## src/rtl/hp_pkg.sv

```systemverilog
package hp_pkg;

    localparam int EV_W   = 16;
    localparam int HP_BIT = 1;
    localparam logic [EV_W-1:0] HP_MASK = EV_W'(1) << HP_BIT;

    localparam logic [2:0] OFS_INSERTED = 3'd0;
    localparam logic [2:0] OFS_REMOVED  = 3'd4;

    typedef enum logic [1:0] {
        IRQ_IDLE = 2'd0,
        IRQ_FIRE = 2'd1,
        IRQ_HOLD = 2'd2
    } irq_state_t;

endpackage

```

## src/rtl/hp_event_regs.sv

```systemverilog
module hp_event_regs
    import hp_pkg::*;
(
    input  logic            clk,
    input  logic            rst_n,
    input  logic            we,
    input  logic [1:0]      addr,
    input  logic [7:0]      wdata,
    input  logic            hp_set,
    output logic [7:0]      rdata,
    output logic [EV_W-1:0] sts_q,
    output logic [EV_W-1:0] en_q
);

    localparam int LANES = EV_W / 8;

    for (genvar b = 0; b < LANES; b++) begin : g_lane
        logic       hit_sts;
        logic       hit_en;
        logic [7:0] clr_bits;
        logic [7:0] set_bits;
        logic [7:0] sts_lane;
        logic [7:0] en_lane;

        assign hit_sts  = we && (addr == 2'(b));
        assign hit_en   = we && (addr == 2'(LANES + b));
        assign clr_bits = hit_sts ? wdata : 8'h00;
        assign set_bits = hp_set ? HP_MASK[8*b +: 8] : 8'h00;

        always_ff @(posedge clk or negedge rst_n) begin
            if (!rst_n) begin
                sts_lane <= 8'h00;
                en_lane  <= 8'h00;
            end else begin
                sts_lane <= (sts_lane & ~clr_bits) | set_bits;
                if (hit_en) begin
                    en_lane <= wdata;
                end
            end
        end

        assign sts_q[8*b +: 8] = sts_lane;
        assign en_q[8*b +: 8]  = en_lane;
    end

    always_comb begin
        unique case (addr)
            2'd0:    rdata = sts_q[7:0];
            2'd1:    rdata = sts_q[15:8];
            2'd2:    rdata = en_q[7:0];
            default: rdata = en_q[15:8];
        endcase
    end

endmodule

```

## src/rtl/hp_slot_masks.sv

```systemverilog
module hp_slot_masks
    import hp_pkg::*;
#(
    parameter int NSLOT = 32,
    localparam int SW   = $clog2(NSLOT)
) (
    input  logic             clk,
    input  logic             rst_n,
    input  logic             we,
    input  logic [2:0]       addr,
    input  logic [NSLOT-1:0] wdata,
    input  logic             ev_valid,
    input  logic             ev_insert,
    input  logic [SW-1:0]    ev_slot,
    output logic [NSLOT-1:0] rdata,
    output logic [NSLOT-1:0] ins_q,
    output logic [NSLOT-1:0] rem_q
);

    logic [NSLOT-1:0] slot_oh;

    assign slot_oh = (32'(ev_slot) < NSLOT) ? (NSLOT'(1) << ev_slot) : '0;

    always_ff @(posedge clk or negedge rst_n) begin
        if (!rst_n) begin
            ins_q <= '0;
            rem_q <= '0;
        end else if (ev_valid) begin
            ins_q <= ev_insert ? slot_oh : '0;
            rem_q <= ev_insert ? '0 : slot_oh;
        end else if (we) begin
            if (addr == OFS_INSERTED) begin
                ins_q <= wdata;
            end
            if (addr == OFS_REMOVED) begin
                rem_q <= wdata;
            end
        end
    end

    always_comb begin
        unique case (addr)
            OFS_INSERTED: rdata = ins_q;
            OFS_REMOVED:  rdata = rem_q;
            default:      rdata = '0;
        endcase
    end

endmodule

```

## src/rtl/hp_irq_fsm.sv

```systemverilog
module hp_irq_fsm
    import hp_pkg::*;
(
    input  logic clk,
    input  logic rst_n,
    input  logic fire_req,
    output logic irq
);

    irq_state_t state_q;
    irq_state_t state_d;

    always_ff @(posedge clk or negedge rst_n) begin
        if (!rst_n) begin
            state_q <= IRQ_IDLE;
        end else begin
            state_q <= state_d;
        end
    end

    always_comb begin
        state_d = state_q;
        unique case (state_q)
            IRQ_IDLE: if (fire_req) state_d = IRQ_FIRE;
            IRQ_FIRE: state_d = fire_req ? IRQ_HOLD : IRQ_IDLE;
            IRQ_HOLD: state_d = IRQ_FIRE;
            default:  state_d = IRQ_IDLE;
        endcase
    end

    always_comb begin
        unique case (state_q)
            IRQ_FIRE: irq = 1'b1;
            default:  irq = 1'b0;
        endcase
    end

endmodule

```

## src/rtl/hp_eject.sv

```systemverilog
module hp_eject #(
    parameter int NSLOT = 32,
    localparam int SW   = $clog2(NSLOT)
) (
    input  logic             clk,
    input  logic             rst_n,
    input  logic             we,
    input  logic [NSLOT-1:0] wdata,
    output logic [NSLOT-1:0] rdata,
    output logic             strobe,
    output logic [SW-1:0]    slot
);

    function automatic logic [SW-1:0] first_set(input logic [NSLOT-1:0] v);
        logic [SW-1:0] idx;
        idx = '0;
        for (int i = NSLOT - 1; i >= 0; i--) begin
            if (v[i]) begin
                idx = SW'(i);
            end
        end
        return idx;
    endfunction

    always_ff @(posedge clk or negedge rst_n) begin
        if (!rst_n) begin
            strobe <= 1'b0;
            slot   <= '0;
        end else begin
            strobe <= we && (wdata != '0);
            if (we && (wdata != '0)) begin
                slot <= first_set(wdata);
            end
        end
    end

    assign rdata = '0;

endmodule

```

## src/rtl/slot_hotplug_ctrl.sv

```systemverilog
module slot_hotplug_ctrl
    import hp_pkg::*;
#(
    parameter int NSLOT = 32,
    localparam int SW   = $clog2(NSLOT)
) (
    input  logic             clk,
    input  logic             rst_n,
    input  logic             ev_we,
    input  logic [1:0]       ev_addr,
    input  logic [7:0]       ev_wdata,
    output logic [7:0]       ev_rdata,
    input  logic             mask_we,
    input  logic [2:0]       mask_addr,
    input  logic [NSLOT-1:0] mask_wdata,
    output logic [NSLOT-1:0] mask_rdata,
    input  logic             ej_we,
    input  logic [NSLOT-1:0] ej_wdata,
    output logic [NSLOT-1:0] ej_rdata,
    output logic             ej_strobe,
    output logic [SW-1:0]    ej_slot,
    input  logic             hp_valid,
    input  logic             hp_insert,
    input  logic [SW-1:0]    hp_slot,
    output logic             irq
);

    logic [EV_W-1:0]  w_sts;
    logic [EV_W-1:0]  w_en;
    logic [NSLOT-1:0] w_ins;
    logic [NSLOT-1:0] w_rem;
    logic             w_fire_req;

    assign w_fire_req = hp_valid && w_en[HP_BIT];

    hp_event_regs i_ev (
        .clk    (clk),
        .rst_n  (rst_n),
        .we     (ev_we),
        .addr   (ev_addr),
        .wdata  (ev_wdata),
        .hp_set (hp_valid),
        .rdata  (ev_rdata),
        .sts_q  (w_sts),
        .en_q   (w_en)
    );

    hp_slot_masks #(.NSLOT(NSLOT)) i_masks (
        .clk       (clk),
        .rst_n     (rst_n),
        .we        (mask_we),
        .addr      (mask_addr),
        .wdata     (mask_wdata),
        .ev_valid  (hp_valid),
        .ev_insert (hp_insert),
        .ev_slot   (hp_slot),
        .rdata     (mask_rdata),
        .ins_q     (w_ins),
        .rem_q     (w_rem)
    );

    hp_irq_fsm i_irq (
        .clk      (clk),
        .rst_n    (rst_n),
        .fire_req (w_fire_req),
        .irq      (irq)
    );

    hp_eject #(.NSLOT(NSLOT)) i_ej (
        .clk    (clk),
        .rst_n  (rst_n),
        .we     (ej_we),
        .wdata  (ej_wdata),
        .rdata  (ej_rdata),
        .strobe (ej_strobe),
        .slot   (ej_slot)
    );

endmodule

```

## config.mk

```make
export PLATFORM = sky130hd
export DESIGN_NAME = slot_hotplug_ctrl
export DESIGN_NICKNAME = d
export VERILOG_FILES = /design/src/rtl/hp_pkg.sv /design/src/rtl/hp_event_regs.sv /design/src/rtl/hp_slot_masks.sv /design/src/rtl/hp_irq_fsm.sv /design/src/rtl/hp_eject.sv /design/src/rtl/slot_hotplug_ctrl.sv
export SDC_FILE = /design/constraint.sdc
export NUM_CORES = 1
export LEC_CHECK = 0
export ABC_CLOCK_PERIOD_IN_PS = 1500
export BUFFER_PORTS_ARGS = -buffer_cell sky130_fd_sc_hd__buf_2
export CORE_UTILIZATION = 53
export DETAILED_ROUTE_END_ITERATION = 16
export GPL_ROUTABILITY_DRIVEN = 0
export PLACE_DENSITY = 0.81
export SYNTH_ARGS = -nofsm -noshare
export SYNTH_HDL_FRONTEND = slang
export SYNTH_HIERARCHICAL = 1
export SYNTH_SLANG_ARGS = --single-unit
```

## constraint.sdc

```tcl
create_clock -name clk -period 1.5 [get_ports clk]
set_input_delay 0.225 -clock clk [delete_from_list [all_inputs] [get_ports clk]]
set_output_delay 0.225 -clock clk [all_outputs]
set_load 0.02 [all_outputs]
```

After elaboration in Yosys (flattened, before gate mapping)
Cells that the tools add are included.
{"block": "word_totals", "wordCells": 86, "input_bits": 89, "output_inout_bits": 79, "reg_bits": 104}
{"block": "classes", "n_mux": 49, "n_eq_ne": 7, "shifts": 1, "n_reduce_logical": 15, "n_bitwise": 5}
{"cell": "2-to-1 mux 32 bit", "n": 8}
{"cell": "2-to-1 mux 5 bit", "n": 32}
{"cell": "case mux 32 bit (2 select lines)", "n": 1}
{"cell": "nonzero test 32 bit", "n": 1}
{"cell": "left shift 1 x 5 -> 32 bit (first input constant)", "n": 1}
{"cell": "case mux 8 bit (3 select lines)", "n": 1}
{"cell": "bitwise AND 8 bit", "n": 2}
{"cell": "2-to-1 mux 8 bit", "n": 2}
{"cell": "inverter 8 bit", "n": 2}
{"cell": "OR 8 bit", "n": 1}
{"cell": "== test 2 bit (second input constant)", "n": 3}
{"cell": "logical AND 1 bit", "n": 6}
{"cell": "2-to-1 mux 2 bit", "n": 3}
{"cell": "case mux 2 bit (3 select lines)", "n": 1}
{"cell": "nonzero test 2 bit", "n": 3}
{"cell": "== test 2 x 1 -> 1 bit (second input constant)", "n": 2}
{"cell": "logical NOT 2 bit", "n": 2}
{"cell": "AND reduction 2 bit", "n": 2}
{"cell": "== test 3 bit (second input constant)", "n": 1}
{"cell": "logical NOT 3 bit", "n": 1}
{"cell": "!= test 2 x 1 -> 1 bit (second input constant)", "n": 1}
{"cell": "2-to-1 mux 1 bit", "n": 1}

Depth between registers and ports, before layout
Gate-level depths: netlist (run 1).
{"block": "depth", "ltp_word": 32, "ltp_mapped": 6, "mapped_depth_nobuf": 6}

Modules after synthesis
The synthesis (run 1) kept the hierarchy.
{"mod": "hp_slot_masks", "seq_area_each_um2": 1601.5, "area_each_um2": 3512.1, "instances": 1, "cells_each": 306}
{"mod": "hp_event_regs", "seq_area_each_um2": 800.8, "area_each_um2": 1385.1, "instances": 1, "cells_each": 81}
{"mod": "hp_eject", "seq_area_each_um2": 150.1, "area_each_um2": 825.8, "instances": 1, "cells_each": 114}
{"mod": "hp_irq_fsm", "seq_area_each_um2": 50.0, "area_each_um2": 78.8, "instances": 1, "cells_each": 5}
{"mod": "slot_hotplug_ctrl", "seq_area_each_um2": 0.0, "area_each_um2": 6.3, "instances": 1, "cells_each": 1}

Least setup slack after synthesis (run 1)
OpenSTA, ideal clock, no wires.
{"block": "synth_path", "path_type": "input -> register", "from": "input port ej_wdata[23]", "to": "register i_ej.slot[2]", "t_required_ns": 1.375, "setup_ns": 0.125, "path_buffers": 0, "cell_stages": 5, "t_arrival_ns": 1.558, "slack_ns": -0.183, "path_cell_list": "or4_1 or2_1 o21ai_2 nand2_2 mux2_4"}
{"block": "synth_via", "elab_chain_len": 24, "elab_cells_between_ends": 26, "cone_classes": "24 x mux; 2 x reduce/logical"}
{"item": "from (decl)", "line": "slot_hotplug_ctrl.sv:18", "source": "input logic [NSLOT-1:0] ej_wdata,"}
{"item": "2-to-1 mux 5 bit (24 in series)", "line": "hp_eject.sv:18", "source": "if (v[i]) begin"}
{"item": "to (signal assigned)", "line": "hp_eject.sv:32", "source": "slot <= first_set(wdata);"}
{"item": "to (decl)", "line": "hp_eject.sv:11", "source": "output logic [SW-1:0] slot"}
Parallel ways exist; a longest one is shown, timed or not.
A chain may end at the register's enable or synchronous reset.

Final worst setup path (run 1)
{"block": "layout_path", "from": "register i_ev.g_lane[1].sts_lane[6]", "to": "output port ev_rdata[6]"}
{"block": "layout_via", "elab_chain_len": 1}
{"item": "from (decl)", "line": "hp_event_regs.sv:22", "source": "logic [7:0] sts_lane;"}
{"item": "from (signal assigned)", "line": "hp_event_regs.sv:35", "source": "sts_lane <= (sts_lane & ~clr_bits) | set_bits;"}
{"item": "case mux 8 bit (3 select lines)", "line": "hp_event_regs.sv:47", "source": "unique case (addr)"}
{"item": "to (decl)", "line": "slot_hotplug_ctrl.sv:12", "source": "output logic [7:0] ev_rdata,"}
Every way passes these cells.

==> flow_metrics.tcl, run 1 <==
set metrics [dict create \
    synth_xor_area_share_pct 0 \
    cp_cell_sequence "mux4_2 -> buf_6" \
    dp_cells 801 \
    drv_slew 0 \
    drt-pass1-iter-count 4 \
    mostFrequentLayoutCells "110 x buf_2, 104 x dfrtp_1, 64 x mux2_2" \
    synth.area.mux_share_pct 19.1 \
    power_leakage_nw 3.47 \
    synth-edff-count 0 \
    setup_viol 8 \
    synth_top_area_share_pct 44.8 \
    yosysSeqAreaShare_pct 44.8 \
    critPathMaxStageDelay_ns 0.51 \
    fin_nets 772 \
    fmax_mhz 611 \
    drc 0 \
    seq_area_sq_um 2600 \
    rows 37 \
    ys_types 58 \
    violations "setup timing" \
    multiInputGateArea_sq_um 2950 \
    start_util_pct 55.5 \
    synth_area_leaders "dfrtp_1 45%, mux2_2 12%, a22o_1 4.8%, o21ai_0 4.8%, buf_4 4.3%" \
    vdd_ir_drop_max_mv 0.827 \
    grt_pass1_wl_um 23600 \
    postLayoutCellArea_sq_um 7310 \
    diodes 0 \
    synth_fa_ha_area_share_pct 0 \
    layout_min_cycle_time_ns 1.64 \
    drtIter0Drc 235 \
    worst_path_max_delay_cell "mux4_2" \
    grt_overflow 0 \
    clock_sinks 104 \
    tritoncts "built" \
    cts-root-buf "clkbuf_8" \
    place_area_sq_um 6890 \
    drive_gt1_share_pct 45.1 \
    cts_buffers 9 \
    end_kind "output port" \
    synthToLayoutAreaGrowth_pct 25.8 \
    grt_setup_unrepaired "yes" \
    antenna_found_initial 0 \
    htree_num_levels 3 \
    core_area_sq_um 10500 \
    fillers 758 \
    final_common_cell "buf_2" \
    insertion_delay_ns 0.36 \
    min_path_type "in2reg" \
    port_buffers 135 \
    layout.cells.non_filler 824 \
    synthCells 507 \
    status "finished with violations" \
    synth-simple-area-share_pct 11.7 \
    viasPerCell 5.74 \
    path_clk_slew_ns 0.11 \
    cp-start-kind "flip-flop" \
    finClkSkew_ns 0.00674 \
    vias 4726 \
    yosys.area.top_type "dfrtp_1" \
    crit_arrival_ns 1.41 \
    ys.flop_type "dfrtp_1" \
    async_flop_share_pct 100 \
    grt_pass1_vias 4890 \
    synth.avg_cell_area_sq_um 11.5 \
    wl_um 14700 \
    ys_seq_elements 104 \
    cts_max_path_buffers 2 \
    maxCapViolCount 0 \
    synth_compound_area_share_pct 17.0 \
    die-area_sq_um 11400 \
    fin_crit_sh_pct 109 \
    grtUsageTotal_pct 26.3 \
    cp.required_ns 1.27 \
    yosys_warnings 6 \
    dp_hpwl_um 10100 \
    synth_top_family_by_area "multiplexers" \
    cp_top_family "multiplexers" \
    place_ws_ns -0.346 \
    finalHoldViolCount 0 \
    wire_per_inst_um 17.8 \
    critPathMaxFanout 2 \
    netlist_area_sq_um 5810 \
    io-pin-count 168 \
    power.density_nw_per_um2 891 \
    die_h_um 107 \
    path_buf_inv 1 \
    worst_slack_ns -0.137 \
    grt_start_max_net_pins 51 \
    path_class "reg2out" \
    dieWidth_um 107 \
    ant_nets 0 \
]
[cell usage after synthesis (all sizes together), types with 2 or more instances]
cell type,instances
a21boi,16
or4b,4
nand3,2
nand4bb,6
clkbuf,10
nand2,5
nor2,16
and3b,2
nand2b,32
nand4,3
nand3b,3
a31oi,6
inv,10
mux2,81
o21ai,72
nor4,5
or4,5
mux4,8
a21oi,8
a22o,32
dfrtp,104
o31ai,2
buf,49
and2b,2
nor3,5
nand4b,4
[through the flow]
stage | hold WS (ns) | utilization (%) | power [W] | setup TNS, ns
after floorplan | -0.0706 | - | 0.00408 | -0.212
after global placement | 0.134 | 65.9 | 0.00452 | -1.11
after detailed placement | 0.140 | 65.9 | 0.00459 | -1.39
after CTS | 0.0638 | 68.5 | 0.00649 | -0.915
after global routing | 0.0601 | 69.8 | 0.00682 | -1.39
final | 0.0772 | 69.8 | 0.00651 | -0.877
[repair_timing]
action,CTS,global route
setup endpoints to repair,8,26
pin swaps,0,4
resized for setup,19,31
gates cloned,0,2
hold endpoints to repair,20,0
hold buffers,1,0
setup buffers,2,2
[flip-flops by register name (all words and copies together), names as in the netlist]
signal and cells:
i_ej/slot 5, i_ev/g_lane.en_lane 16, i_ej/strobe 1, i_masks/ins_q 32
i_irq/state_q 2, i_masks/rem_q 32, i_ev/g_lane.sts_lane 16
[routing by layer]
metal	track usage (%)	routed length, um	part of all wire (%)
met5	0	0	0
met4	5.68	115	0.78
met3	5.53	943	6.4
met1	34.0	6200	42
met2	45.7	7420	51
[power by group]
part           internal, W  leakage [nW]  switching (W)
logic             0.000712          2.03       0.000740
clock network     0.000842         0.101        0.00101
registers          0.00307          1.33       0.000139
[cell type report]
class                      count  area share, %
inverter                      10          0.514
sequential                   104           35.6
tap                          136           2.33
clock inverter                 6           1.01
clock buffer                  10           1.88
timing repair buffer         193           18.3
multi-input combinational    365           40.4
[kinds of logic after synthesis]
logic type,after synthesis
buffers and inverters,69
other,1
AND/OR/NAND/NOR,98
flip-flops,104
AO/OA/AOI/OAI,146
multiplexers,89
[worst register-to-register path, cell delays in order (launching register included)]
cell and delay [ns]:
dfrtp_1 0.40, buf_4 0.13, buf_4 0.12, and2_1 0.14, o21ba_2 0.19
[path summary, 6_finish.rpt]
path                            slack [ns]                              endpoint  cells after the start                                  start
worst max-delay path                 -0.14                           ev_rdata[6]                      2   i_ev/g_lane[1].sts_lane[6]$_DFF_PN0_
worst min-delay path                  0.08  i_ev/g_lane[1].sts_lane[2]$_DFF_PN0_                      2                            ev_wdata[2]
worst min register to register        0.50          i_masks/ins_q[6]$_DFFE_PN0P_                      1           i_masks/ins_q[6]$_DFFE_PN0P_
min in group asynchronous             0.30         i_masks/ins_q[15]$_DFFE_PN0P_                      2                                  rst_n
worst max register to register        0.41          i_irq/state_q[0]$_DFFE_PN0P_                      4  i_ev/g_lane[0].en_lane[1]$_DFFE_PN0P_
max in group asynchronous             0.63          i_irq/state_q[1]$_DFFE_PN0P_                      3                                  rst_n
(Power assumes the default switching activity.)
==> run 2, diff against run 1 <==
Settings changed: BUFFER_PORTS_ARGS -buffer_cell sky130_fd_sc_hd__buf_2 to -buffer_cell sky130_fd_sc_hd__buf_4.
==> flow_metrics.tcl, run 2 (synthesized netlist as in run 1, its figures left out) <==
set metrics [dict create \
    status "finished with violations" \
    violations "setup timing" \
    dieWidth_um 107 \
    grtUsageTotal_pct 26.5 \
    fin_crit_sh_pct 111 \
    cp.required_ns 1.27 \
    htree_num_levels 3 \
    grt_start_max_net_pins 48 \
    rows 37 \
    cts_buffers 9 \
    cts-root-buf "clkbuf_8" \
    worst_path_max_delay_cell "mux4_2" \
    place_area_sq_um 7180 \
    grt_pass1_wl_um 23400 \
    grt_setup_unrepaired "yes" \
    ant_nets 0 \
    cts_max_path_buffers 2 \
    end_kind "output port" \
    synthToLayoutAreaGrowth_pct 29.5 \
    mostFrequentLayoutCells "173 x buf_4, 104 x dfrtp_1, 64 x mux2_2" \
    cp-start-kind "flip-flop" \
    dp_hpwl_um 10600 \
    vias 4705 \
    drtIter0Drc 201 \
    critPathMaxFanout 2 \
    maxCapViolCount 0 \
    finalHoldViolCount 0 \
    vdd_ir_drop_max_mv 0.544 \
    drt-pass1-iter-count 4 \
    path_clk_slew_ns 0.12 \
    drive_gt1_share_pct 44.8 \
    worst_slack_ns -0.159 \
    viasPerCell 5.71 \
    multiInputGateArea_sq_um 2920 \
    postLayoutCellArea_sq_um 7520 \
    top_regs "i_masks/ins_q x32, i_masks/rem_q x32" \
    fmax_mhz 603 \
    power_leakage_nw 3.53 \
    drc 0 \
    wl_um 14800 \
    die-area_sq_um 11400 \
    tritoncts "built" \
    insertion_delay_ns 0.37 \
    diodes 0 \
    power.density_nw_per_um2 864 \
    path_class "reg2out" \
    grt_overflow 0 \
    min_path_type "in2reg" \
    path_buf_inv 1 \
    finClkSkew_ns 0.00170 \
    critPathMaxStageDelay_ns 0.50 \
    seq_area_sq_um 2600 \
    hold-worst-slack_ns 0.0392 \
    start_util_pct 55.5 \
    io-pin-count 168 \
    setup_viol 8 \
    crit_arrival_ns 1.43 \
    final_common_cell "buf_4" \
    core_area_sq_um 10500 \
    cp_cell_sequence "mux4_2 -> buf_6" \
    grt_pass1_vias 4767 \
    cp_top_family "multiplexers" \
    antenna_found_initial 0 \
    drv_slew 0 \
    die_h_um 107 \
    wire_per_inst_um 17.9 \
    fillers 777 \
    port_buffers 135 \
    clock_sinks 104 \
    layout_min_cycle_time_ns 1.66 \
    fin_nets 772 \
]
## run 2: metrics by stage
stage | worst slack (ns) | total power, W | std cells | util, % | TNS [ns]
final | -0.159 | 0.00650 | 824 | 71.9 | -1.09
after global routing | -0.201 | 0.00679 | 824 | 71.9 | -1.47
after CTS | -0.169 | 0.00650 | 819 | 71.3 | -1.16
after detailed placement | -0.386 | 0.00471 | 798 | 68.6 | -1.40
after global placement | -0.327 | 0.00463 | 798 | 68.6 | -1.08
after floorplan | -0.151 | 0.00408 | 538 | - | -0.212
## run 2: area by class of cell
class	count	area share [%]
Clock buffer	9	1.65
Inverter	10	0.499
Tap cell	136	2.26
Clock inverter	7	1.15
Multi-Input combinational cell	365	38.9
Sequential cell	104	34.6
Timing Repair Buffer	193	21.0
## run 2: path summary, 6_finish.rpt
check | cells after the start | startpoint | end | slack, ns
hold reg to reg | 1 | i_masks/rem_q[1]$_DFFE_PN0P_ | i_masks/rem_q[1]$_DFFE_PN0P_ | 0.51
max in group asynchronous | 3 | rst_n | i_ev/g_lane[0].sts_lane[1]$_DFF_PN0_ | 0.62
setup reg to reg | 3 | i_ev/g_lane[1].en_lane[7]$_DFFE_PN0P_ | i_ev/g_lane[1].en_lane[7]$_DFFE_PN0P_ | 0.50
hold / removal | 2 | ev_wdata[0] | i_ev/g_lane[0].sts_lane[0]$_DFF_PN0_ | 0.04
min in group asynchronous | 2 | rst_n | i_masks/ins_q[11]$_DFFE_PN0P_ | 0.30
setup / recovery | 2 | i_ev/g_lane[1].en_lane[3]$_DFFE_PN0P_ | ev_rdata[3] | -0.16
## run 2: routing by layer
metal	global-route usage (%)	vias up	share of wire, %
met2	45.1	183	50
met3	5.90	16	7.1
met1	34.6	2343	41
met5	0	-	0
li1	-	2163	-
met4	5.87	0	1.1
## run 2: repair_timing
action                                 4_1_cts  5_1_grt
setup endpoints to repair                   11       14
pin swaps                                    0        3
gates cloned                                 0        1
resized for setup                           14        9
hold buffers                                 1        0
endpoints found under the hold margin       24        0
setup buffers                                4        4
## run 2: report_power, final
part	internal [W]	leakage, nW	switching (W)
combinational	0.000793	2.09	0.000742
clock	0.000672	0.105	0.00109
sequential	0.00307	1.33	0.000140
total	0.00453	3.53	0.00197
